## src/rtl/jic_pkg.sv

```systemverilog
package jic_pkg;
  localparam int unsigned INSTR_W = 32;
  localparam int unsigned REG_AW  = 5;

  typedef logic [REG_AW-1:0] reg_idx_t;

  typedef struct packed {
    logic     wr_en;
    reg_idx_t rd;
    logic     set_const;
    logic     is_ind;
    reg_idx_t base;
  } dec_t;

  localparam logic [6:0] OPC_LUI    = 7'b0110111;
  localparam logic [6:0] OPC_AUIPC  = 7'b0010111;
  localparam logic [6:0] OPC_JAL    = 7'b1101111;
  localparam logic [6:0] OPC_JALR   = 7'b1100111;
  localparam logic [6:0] OPC_OPIMM  = 7'b0010011;
  localparam logic [6:0] OPC_OP     = 7'b0110011;
  localparam logic [6:0] OPC_LOAD   = 7'b0000011;
  localparam logic [6:0] OPC_AMO    = 7'b0101111;
  localparam logic [6:0] OPC_SYSTEM = 7'b1110011;

  localparam reg_idx_t LINK_REG = 5'd1;
  localparam reg_idx_t SP_REG   = 5'd2;
endpackage

```

## src/rtl/jic_dec_full.sv

```systemverilog
module jic_dec_full
  import jic_pkg::*;
(
  input  logic [INSTR_W-1:0] instr_i,
  output dec_t               dec_o
);
  logic [6:0] opc;
  logic [2:0] f3;

  assign opc = instr_i[6:0];
  assign f3  = instr_i[14:12];

  always_comb begin
    dec_o      = '0;
    dec_o.rd   = instr_i[11:7];
    dec_o.base = instr_i[19:15];
    unique case (opc)
      OPC_LUI, OPC_AUIPC: begin
        dec_o.wr_en     = 1'b1;
        dec_o.set_const = 1'b1;
      end
      OPC_OPIMM, OPC_OP, OPC_LOAD, OPC_AMO, OPC_JAL: dec_o.wr_en = 1'b1;
      OPC_SYSTEM: dec_o.wr_en = (f3 != 3'b000);
      OPC_JALR: begin
        dec_o.wr_en  = (f3 == 3'b000);
        dec_o.is_ind = (f3 == 3'b000);
      end
      default: ;
    endcase
  end
endmodule

```

## src/rtl/jic_dec_comp.sv

```systemverilog
module jic_dec_comp
  import jic_pkg::*;
(
  input  logic [15:0] cin_i,
  output dec_t        dec_o
);
  logic [1:0] quad;
  logic [2:0] f3;
  reg_idx_t   rfull;
  reg_idx_t   rs2;
  reg_idx_t   rp_lo;
  reg_idx_t   rp_hi;

  assign quad  = cin_i[1:0];
  assign f3    = cin_i[15:13];
  assign rfull = cin_i[11:7];
  assign rs2   = cin_i[6:2];
  assign rp_lo = {2'b01, cin_i[4:2]};
  assign rp_hi = {2'b01, cin_i[9:7]};

  always_comb begin
    dec_o = '0;
    unique case (quad)
      2'b00: begin
        if (f3 == 3'b000 || f3 == 3'b010) begin
          dec_o.wr_en = 1'b1;
          dec_o.rd    = rp_lo;
        end
      end
      2'b01: begin
        unique case (f3)
          3'b000, 3'b010: begin
            dec_o.wr_en = 1'b1;
            dec_o.rd    = rfull;
          end
          3'b001: begin
            dec_o.wr_en = 1'b1;
            dec_o.rd    = LINK_REG;
          end
          3'b011: begin
            dec_o.wr_en     = 1'b1;
            dec_o.rd        = rfull;
            dec_o.set_const = (rfull != SP_REG);
          end
          3'b100: begin
            dec_o.wr_en = 1'b1;
            dec_o.rd    = rp_hi;
          end
          default: ;
        endcase
      end
      2'b10: begin
        unique case (f3)
          3'b000, 3'b010: begin
            dec_o.wr_en = 1'b1;
            dec_o.rd    = rfull;
          end
          3'b100: begin
            if (rs2 != '0) begin
              dec_o.wr_en = 1'b1;
              dec_o.rd    = rfull;
            end else if (rfull != '0) begin
              dec_o.is_ind = 1'b1;
              dec_o.base   = rfull;
              dec_o.wr_en  = cin_i[12];
              dec_o.rd     = LINK_REG;
            end
          end
          default: ;
        endcase
      end
      default: ;
    endcase
  end
endmodule

```

## src/rtl/jic_scoreboard.sv

```systemverilog
module jic_scoreboard
  import jic_pkg::*;
#(
  parameter int unsigned NUM_REGS = 32
) (
  input  logic                clk_i,
  input  logic                rst_ni,
  input  logic                upd_en_i,
  input  reg_idx_t            upd_rd_i,
  input  logic                upd_val_i,
  input  reg_idx_t            base_i,
  output logic                base_known_o,
  output logic [NUM_REGS-1:0] const_o
);
  logic [NUM_REGS-1:0] const_q;

  for (genvar i = 0; i < NUM_REGS; i++) begin : g_reg
    if (i == 0) begin : g_zero
      assign const_q[i] = 1'b0;
    end else begin : g_flag
      always_ff @(posedge clk_i or negedge rst_ni) begin
        if (!rst_ni) begin
          const_q[i] <= 1'b0;
        end else if (upd_en_i && (upd_rd_i == reg_idx_t'(i))) begin
          const_q[i] <= upd_val_i;
        end
      end
    end
  end

  // pre-update value: read-before-write for base==link
  assign base_known_o = (base_i == '0) || const_q[base_i];
  assign const_o      = const_q;
endmodule

```

## src/rtl/jic_out_stage.sv

```systemverilog
module jic_out_stage (
  input  logic clk_i,
  input  logic rst_ni,
  input  logic valid_i,
  input  logic is_ind_i,
  input  logic base_known_i,
  output logic valid_o,
  output logic is_ind_o,
  output logic infer_o
);
  always_ff @(posedge clk_i or negedge rst_ni) begin
    if (!rst_ni) begin
      valid_o  <= 1'b0;
      is_ind_o <= 1'b0;
      infer_o  <= 1'b0;
    end else begin
      valid_o  <= valid_i;
      is_ind_o <= valid_i && is_ind_i;
      infer_o  <= valid_i && is_ind_i && base_known_i;
    end
  end
endmodule

```

## src/rtl/jump_infer_classifier.sv

```systemverilog
module jump_infer_classifier
  import jic_pkg::*;
#(
  parameter int unsigned NUM_REGS = 32
) (
  input  logic               clk_i,
  input  logic               rst_ni,
  input  logic               retire_valid_i,
  input  logic [INSTR_W-1:0] instr_i,
  output logic               cls_valid_o,
  output logic               is_indirect_o,
  output logic               inferable_o
);
  dec_t dec_full;
  dec_t dec_comp;
  dec_t dec;
  logic base_known;
  logic upd_en;
  logic [NUM_REGS-1:0] const_bits;

  jic_dec_full u_dec_full (
    .instr_i (instr_i),
    .dec_o   (dec_full)
  );

  jic_dec_comp u_dec_comp (
    .cin_i (instr_i[15:0]),
    .dec_o (dec_comp)
  );

  assign dec    = (instr_i[1:0] == 2'b11) ? dec_full : dec_comp;
  assign upd_en = retire_valid_i && dec.wr_en && (dec.rd != '0);

  jic_scoreboard #(
    .NUM_REGS (NUM_REGS)
  ) u_sb (
    .clk_i        (clk_i),
    .rst_ni       (rst_ni),
    .upd_en_i     (upd_en),
    .upd_rd_i     (dec.rd),
    .upd_val_i    (dec.set_const),
    .base_i       (dec.base),
    .base_known_o (base_known),
    .const_o      (const_bits)
  );

  jic_out_stage u_out (
    .clk_i        (clk_i),
    .rst_ni       (rst_ni),
    .valid_i      (retire_valid_i),
    .is_ind_i     (dec.is_ind),
    .base_known_i (base_known),
    .valid_o      (cls_valid_o),
    .is_ind_o     (is_indirect_o),
    .infer_o      (inferable_o)
  );
endmodule

```

## config.mk

```make
export PLATFORM = sky130hd
export DESIGN_NAME = jump_infer_classifier
export DESIGN_NICKNAME = d
export VERILOG_FILES = /design/src/rtl/jic_pkg.sv /design/src/rtl/jic_dec_full.sv /design/src/rtl/jic_dec_comp.sv /design/src/rtl/jic_scoreboard.sv /design/src/rtl/jic_out_stage.sv /design/src/rtl/jump_infer_classifier.sv
export SDC_FILE = /design/constraint.sdc
export NUM_CORES = 1
export LEC_CHECK = 0
export ABC_AREA = 1
export BUFFER_PORTS_ARGS = -buffer_cell sky130_fd_sc_hd__buf_2
export CAP_MARGIN = 20
export CORE_MARGIN = 5
export CORE_UTILIZATION = 57
export CTS_CLUSTER_DIAMETER = 30
export DETAILED_ROUTE_END_ITERATION = 10
export PLACE_DENSITY = 0.86
export SLEW_MARGIN = 20
export SYNTH_ARGS = -nofsm -noshare
export SYNTH_HDL_FRONTEND = slang
export SYNTH_SLANG_ARGS = --single-unit
```

## constraint.sdc

```tcl
create_clock -name clk_i -period 1.38 [get_ports clk_i]
set_input_delay 0 -clock clk_i [delete_from_list [all_inputs] [get_ports clk_i]]
set_output_delay 0 -clock clk_i [all_outputs]
set_load 0.02 [all_outputs]
```

* Yosys cells after proc, flatten, opt, wreduce, memory -nomap -nowiden
Index checks and enable logic that the tools add are counted.
Cells by class: add/sub/neg operators 0, $mul 0, div/mod/pow operators 0, $lt $le $gt $ge 1, equal/unequal tests 48, shift-type cells 0, mux-type cells 18, bitwise gates (word level) 0, reductions and logical operators 49
Operators by type and width (number):
- $eq 5x5->1 const B | 16
- $mux 6 | 7
- $eq 5x4->1 const B | 8
- $pmux 6 s3 | 2
- $logic_and 1x1->1 | 35
- $eq 7x6->1 const B | 3
- $eq 7x7->1 const B | 3
- $eq 5x3->1 const B | 4
- $reduce_bool 5->1 | 3
- $eq 7x5->1 const B | 2
- $mux 13 | 1
- $pmux 6 s2 | 1
- $eq 5x2->1 const B | 2
- $eq 7x2->1 const B | 1
- $reduce_or 7->1 | 1
- $eq 3x2->1 const B | 2
- $logic_not 3->1 | 2
- $lt 5x6->1 const B | 1
- $bmux 1 s5 | 1
- $eq 5x1->1 const B | 1
- $logic_not 5->1 | 1
- $mux 1 | 5
- $ne 5x2->1 const B | 1
- $eq 2x2->1 const B | 2
- other kinds (9) | 11
Storage, ports and cells: flip-flop bits (word level) 34, bits in latches 0, memory bits (writable) 0, memory bits (read-only) 0, bits of input ports 35, output and inout bits 3, logic and storage cells 150, memories 0

* Logic depth before layout (Yosys ltp)
depth after elaboration 10, depth in mapped cells 16, gate-level depth less buffers 16

* Hierarchy
Synthesis repeated with hierarchy kept, for this count alone.
Second synthesis, totals: cell total of the unflattened synthesis 424, area, all modules 2662.6 um^2
Modules (own cells, without submodules):
- jic_scoreboard | times used 1, cells each 252, area an instance 1699.1 um^2, sequential area each 775.7 um^2
- jic_dec_comp | times used 1, cells each 64, area an instance 359.1 um^2, sequential area each 0.0 um^2
- jump_infer_classifier | times used 1, cells each 56, area an instance 270.3 um^2, sequential area each 0.0 um^2
- jic_dec_full | times used 1, cells each 45, area an instance 241.5 um^2, sequential area each 0.0 um^2
- jic_out_stage | times used 1, cells each 7, area an instance 92.6 um^2, sequential area each 75.1 um^2

* Least setup slack after synthesis
No wires, ideal clock.
kind input-to-reg, from in instr_i[2], to reg u_sb.const_q[13] (netlist: u_sb.const_o[13]), setup time 0.121 ns, arrival 1.316 ns, required time 1.259 ns, path slack -0.057 ns, stages 15, buffers on the path 1, cell sequence inv_1 -> nand2_1 -> nor2_4 -> nand2_1 -> nand2_2 -> nand2_1 -> nand2_1 -> nand2_1 -> nor2_2 -> nand3_2 -> nand2_2 -> buf_6 -> nor2_1 -> nand2_1 -> o21ai_1
On the way: longest elaborated chain between the ends 8, elaborated cells between the ends (all ways) 24, those cells by class eq/ne: 10; mux: 7; reduce/logical: 7
RTL lines:
- start: declaration | line jump_infer_classifier.sv:9 | input logic [INSTR_W-1:0] instr_i,
- $reduce_bool 5->1 | line jic_dec_comp.sv:59 | if (rs2 != '0) begin
- $mux 6 | line jic_dec_comp.sv:59
- $pmux 6 s2 | line jic_dec_comp.sv:53 | unique case (f3)
- $pmux 6 s3 | line jic_dec_comp.sv:23 | unique case (quad)
- $mux 13 (*) | line jump_infer_classifier.sv:31 | assign dec = (instr_i[1:0] == 2'b11) ? dec_full : dec_comp;
- $reduce_bool 5->1 / $logic_and 1x1->1 (equally long branches) | line jump_infer_classifier.sv:32 | assign upd_en = retire_valid_i && dec.wr_en && (dec.rd != '0);
- $logic_and 1x1->1 | line jump_infer_classifier.sv:32
- $logic_and 1x1->1 | line jic_scoreboard.sv:24 | end else if (upd_en_i && (upd_rd_i == reg_idx_t'(i))) begin
- end signal: indexed assignment | line jic_scoreboard.sv:25 | const_q[i] <= upd_val_i;
- end: declaration | line jic_scoreboard.sv:15 | logic [NUM_REGS-1:0] const_q;
Every way passes the cells marked *; elsewhere a longest branch is shown, timed or not. A chain may end at the register's enable or synchronous reset.

* Final worst setup path
from in instr_i[14], to reg u_sb.const_q[23] (netlist: u_sb.const_o[23])
On the way: longest elaborated chain between the ends 8, elaborated cells between the ends (all ways) 23, those cells by class eq/ne: 5; mux: 8; reduce/logical: 10
RTL lines:
- $eq 3x2->1, or another cell as far along | line jic_dec_comp.sv:31 | unique case (f3)
- $reduce_or 3->1 (no line), or another cell as far along
- $pmux 6 s3, or another cell as far along | line jic_dec_comp.sv:31
- $pmux 6 s3 | line jic_dec_comp.sv:23
- $mux 13 (*) | line jump_infer_classifier.sv:31
- $reduce_bool 5->1 / $logic_and 1x1->1 (equally long branches) | line jump_infer_classifier.sv:32
- $logic_and 1x1->1 | line jump_infer_classifier.sv:32
- $logic_and 1x1->1 | line jic_scoreboard.sv:24
Marked as above.

==> metrics.txt <==
# TYPE chip_impl_metric gauge
chip_impl_info{name="min-delay-path-class",value="primary input to asynchronous set/reset pin"} 1
chip_impl_metric{name="dieWidth",unit="µm"} 75.5
chip_impl_metric{name="fillCellCount",unit=""} 179
chip_impl_metric{name="cts-buffers-inserted",unit=""} 5
chip_impl_metric{name="grt_overflow",unit=""} 0
chip_impl_metric{name="place.port_buffers",unit=""} 25
chip_impl_metric{name="synth-compound-area-share",unit="%"} 11.8
chip_impl_metric{name="drt-wirelength-per-cell",unit="µm"} 21.4
chip_impl_info{name="crit_family",value="simple AND/OR/NAND/NOR gates"} 1
chip_impl_metric{name="power.density_cell_area",unit="nW/µm²"} 815
chip_impl_metric{name="route.detailed.drc",unit=""} 0
chip_impl_metric{name="synthesis.yosys.warnings",unit=""} 0
chip_impl_info{name="outcome",value="complete, but fails checks"} 1
chip_impl_metric{name="worst_path_required_time",unit="ns"} 1.54
chip_impl_metric{name="cp_data_arrival_time",unit="ns"} 1.80
chip_impl_info{name="failed_checks",value="setup timing"} 1
chip_impl_info{name="yosys_most_used_dff",value="sky130_fd_sc_hd__dfrtp_1"} 1
chip_impl_metric{name="timing.clock.skew",unit="ns"} 0.0146
chip_impl_metric{name="vdd.ir_drop.worst",unit="V"} 0.000856
chip_impl_info{name="post-synth-top-area-cell",value="sky130_fd_sc_hd__dfrtp_1"} 1
chip_impl_metric{name="grt_max_degree",unit=""} 35
chip_impl_metric{name="grt_use_total",unit="%"} 30.2
chip_impl_metric{name="synth_cells",unit=""} 395
chip_impl_info{name="main_combinational_cell_family_by_area_after_synthesis",value="simple AND/OR/NAND/NOR gates"} 1
chip_impl_info{name="synthTopCellsByArea",value="sky130_fd_sc_hd__dfrtp_1, sky130_fd_sc_hd__nand2_1, sky130_fd_sc_hd__inv_1"} 1
chip_impl_metric{name="cts_sinks",unit=""} 34
chip_impl_info{name="timing.setup.critical_path_class",value="primary input to flip-flop"} 1
chip_impl_info{name="startpoint_type_of_the_worst_setup_path",value="primary input"} 1
chip_impl_metric{name="design_area",unit="µm²"} 3750
chip_impl_metric{name="fmax",unit="MHz"} 609
chip_impl_metric{name="antenna-diode-count",unit=""} 0
chip_impl_metric{name="cts-root-to-sink-buffers",unit=""} 2
chip_impl_metric{name="hold_violations",unit=""} 0
chip_impl_metric{name="synth.area.mux_share",unit="%"} 0
chip_impl_info{name="netlist_top_cells_count",value="sky130_fd_sc_hd__nand2_1, sky130_fd_sc_hd__inv_1, sky130_fd_sc_hd__nand3_1"} 1
chip_impl_metric{name="synth_fp_nets",unit=""} 430
chip_impl_metric{name="syn-cell-area",unit="µm²"} 2440
chip_impl_metric{name="detailed_place.area",unit="µm²"} 2990
chip_impl_metric{name="synth_area_in_simple_gates",unit="%"} 39.9
chip_impl_metric{name="initial_core_util",unit="%"} 59.8
chip_impl_metric{name="fin_crit_sh",unit="%"} 119
chip_impl_metric{name="finalWeightedCongestion",unit=""} 0.986
chip_impl_metric{name="timing.final.setup_violations",unit=""} 32
chip_impl_metric{name="detailedRoute.firstPassIterationCount",unit=""} 9
chip_impl_metric{name="dr_total_vias",unit=""} 3499
chip_impl_metric{name="worst_slew_pin_slew",unit="ns"} 0.476
chip_impl_metric{name="flow.area_growth_from_synthesis",unit="%"} 53.7
chip_impl_metric{name="yosys.area.top_type_share",unit="%"} 34.8
chip_impl_metric{name="hpwl",unit="µm"} 5530
chip_impl_metric{name="cap_violations",unit=""} 0
chip_impl_metric{name="synth-adder-area-share",unit="%"} 0
chip_impl_metric{name="grt_pass1_wl",unit="µm"} 12900
chip_impl_metric{name="core.rowCount",unit=""} 23
chip_impl_metric{name="layout.nets",unit=""} 518
chip_impl_info{name="crit_path_end_kind",value="flip-flop"} 1
chip_impl_info{name="cts-root-buf",value="sky130_fd_sc_hd__clkbuf_8"} 1
chip_impl_metric{name="synth_xor_xnor_area_share",unit="%"} 0
chip_impl_metric{name="totalPowerFinal",unit="mW"} 3.06
chip_impl_metric{name="worst_setup_hold_path_clk_slew",unit="ns"} 0.08
chip_impl_metric{name="drt-total-wl",unit="µm"} 11400
chip_impl_metric{name="power_leakage",unit="nW"} 1.83
chip_impl_metric{name="share_of_layout_cells_above_drive_strength_1",unit="%"} 43.8
chip_impl_metric{name="cp.buffers_inverters",unit=""} 5
chip_impl_info{name="synth_most_common_cell",value="sky130_fd_sc_hd__nand2_1"} 1
chip_impl_metric{name="synth.distinct_cells",unit=""} 29
chip_impl_info{name="tritoncts",value="done"} 1
chip_impl_metric{name="syn_area_cell",unit="µm²"} 6.19
chip_impl_info{name="rsz0062_at_grt",value="true"} 1
chip_impl_metric{name="core_region_area",unit="µm²"} 4090
chip_impl_info{name="cp_cell_sequence",value="buf_2 -> inv_1 -> buf_4 -> nor2_1 -> o21ai_2 -> nand2_1 -> nand2_1 -> nand2_2 -> nor2_2 -> buf_6 -> nand2_1 -> inv_1 -> nand2_1 -> nand2_1 -> o21ai_1"} 1
chip_impl_metric{name="number_of_antenna_violations_at_the_first_check_in_global_routing",unit=""} 0
chip_impl_metric{name="drt.antenna.violating_nets",unit=""} 0
chip_impl_metric{name="ioPinCount",unit=""} 38
chip_impl_metric{name="clock_insertion_delay_worst_skew",unit="ns"} 0.30
chip_impl_info{name="worst_path_most_repeated_cell",value="sky130_fd_sc_hd__nand2_1"} 1
chip_impl_metric{name="ys_async_sr_fraction",unit="%"} 100
chip_impl_metric{name="synth_edf_count",unit=""} 0
chip_impl_metric{name="r2r_slack",unit="ns"} 0.06
chip_impl_metric{name="ys_seq_elements",unit=""} 34
chip_impl_metric{name="synth.yosys.seq_area_share",unit="%"} 34.8
chip_impl_metric{name="die_area",unit="µm²"} 5700
chip_impl_metric{name="slew-limit-headroom",unit="%"} 68.2
chip_impl_metric{name="drtIter0Drc",unit=""} 781
chip_impl_metric{name="route.detailed.vias_per_inst",unit=""} 6.55
chip_impl_metric{name="die-height",unit="µm"} 75.5
chip_impl_metric{name="grt_pass1_vias",unit=""} 2770
chip_impl_metric{name="slew_violations",unit=""} 0
chip_impl_metric{name="slowest_delay",unit="ns"} 0.25
chip_impl_metric{name="timing.final.crit_period",unit="ns"} 1.64
chip_impl_info{name="slowest_stage",value="sky130_fd_sc_hd__o21ai_2"} 1
chip_impl_metric{name="worst_path_maximum_fanout",unit=""} 5
chip_impl_metric{name="htree_num_levels",unit=""} 2
chip_impl_metric{name="final_critical_path_setup_slack",unit="ns"} -0.261
## worst paths after layout
check | startpoint | end | cells past startpoint
setup / recovery | instr_i[14] | u_sb.const_o[23]$_DFFE_PN0P_ | 15
hold / removal | rst_ni | u_out.valid_o$_DFF_PN0_ | 3
setup reg to reg | u_sb.const_o[31]$_DFFE_PN0P_ | u_out.infer_o$_DFF_PN0_ | 8
min in group clk_i | instr_i[19] | u_out.infer_o$_DFF_PN0_ | 6
hold reg to reg | u_sb.const_o[3]$_DFFE_PN0P_ | u_sb.const_o[3]$_DFFE_PN0P_ | 2
max in group asynchronous | rst_ni | u_sb.const_o[16]$_DFFE_PN0P_ | 3
## layer usage
layer / vias up / part of all wire [%] / global-route usage, %
li1: 1412 / - / -
met1: 1536 / 33 / 38.8
met2: 404 / 44 / 49.5
met3: 147 / 14 / 7.65
met4: 0 / 8.5 / 10.9
met5: - / 0 / 0
## report_power, final
| group | switching (mW) | internal, mW |
|---|---|---|
| Clock | 0.373 | 0.402 |
| Sequential | 0.0445 | 1.12 |
| Combinational | 0.728 | 0.391 |
## registers in the layout, indices dropped and copies added (netlist names)
signal	count
u_out.valid_o	1
u_out.infer_o	1
u_sb.const_o	31
u_out.is_ind_o	1
## worst reg2reg max path: cells and delay by family (launching register included)
family / cells / cell delay (ns)
buffers and inverters: 1 / 0.13
AOI/OAI and AO/OA: 1 / 0.13
DFF: 1 / 0.37
and+or+nand+nor: 6 / 0.60
## area by class of cell
| class | instances | area (µm²) | area share [%] |
|---|---|---|---|
| Tap cell | 50 | 62.6 | 1.67 |
| Multi-Input combinational cell | 278 | 1740 | 46.5 |
| Sequential cell | 34 | 851 | 22.7 |
| Inverter | 77 | 309 | 8.23 |
| Clock inverter | 1 | 5.00 | 0.133 |
| Timing Repair Buffer | 87 | 697 | 18.6 |
| Clock buffer | 7 | 86.3 | 2.30 |
## per-stage QoR
stage          instances  hold WS [ns]  TNS [ns]  setup slack [ns]  utilization (%)
5_1_grt              534         0.319     -8.18            -0.327             91.9
3_5_place_dp         510        0.0442    -10.24            -0.405             73.1
3_3_place_gp         510        0.0410     -8.86            -0.368             73.1
4_1_cts              523         0.262   -0.0186           -0.0186             81.1
2_1_floorplan        395        -0.296   -0.0231          -0.00330                -
6_report             534         0.262     -5.62            -0.261             91.9
## timing repair
action,4_1_cts,5_1_grt
setup endpoints to repair,23,32
gates cloned,2,2
endpoints found under the hold margin,35,0
hold buffers,2,0
buffers inserted,1,9
pin swaps,13,46
resized for setup,54,100
## cell families (layout without fill, tap and decap cells)
logic type | count (synthesis) | in the layout
simple gates | 225 | 226
buf+inv | 84 | 172
compound gates | 52 | 52
flops | 34 | 34
## cells in the final DEF (no fill, tap or decap), types with 2 or more instances in the layout
cell	synthesis	final
sky130_fd_sc_hd__dfrtp_1	34	34
sky130_fd_sc_hd__buf_2	3	22
sky130_fd_sc_hd__nor2_1	43	17
sky130_fd_sc_hd__nand3_4	0	6
sky130_fd_sc_hd__clkbuf_8	0	6
sky130_fd_sc_hd__nor2_2	3	16
sky130_fd_sc_hd__nor2_4	1	14
sky130_fd_sc_hd__inv_1	68	57
sky130_fd_sc_hd__nand4_1	4	4
sky130_fd_sc_hd__nand2_2	5	23
sky130_fd_sc_hd__inv_2	7	13
sky130_fd_sc_hd__o21ai_0	14	6
sky130_fd_sc_hd__o211ai_1	5	5
sky130_fd_sc_hd__inv_4	0	6
sky130_fd_sc_hd__o21ai_2	0	11
sky130_fd_sc_hd__nand2_1	117	88
sky130_fd_sc_hd__buf_4	1	50
sky130_fd_sc_hd__nand3_2	3	11
sky130_fd_sc_hd__buf_12	0	2
sky130_fd_sc_hd__dlygate4sd3_1	0	2
sky130_fd_sc_hd__clkbuf_16	0	2
sky130_fd_sc_hd__nand3_1	44	30
sky130_fd_sc_hd__a21oi_4	0	2
sky130_fd_sc_hd__nand2_4	0	11
sky130_fd_sc_hd__o21ai_1	25	22
sky130_fd_sc_hd__buf_6	1	7
No activity file was read; power rests on OpenSTA's default activity.
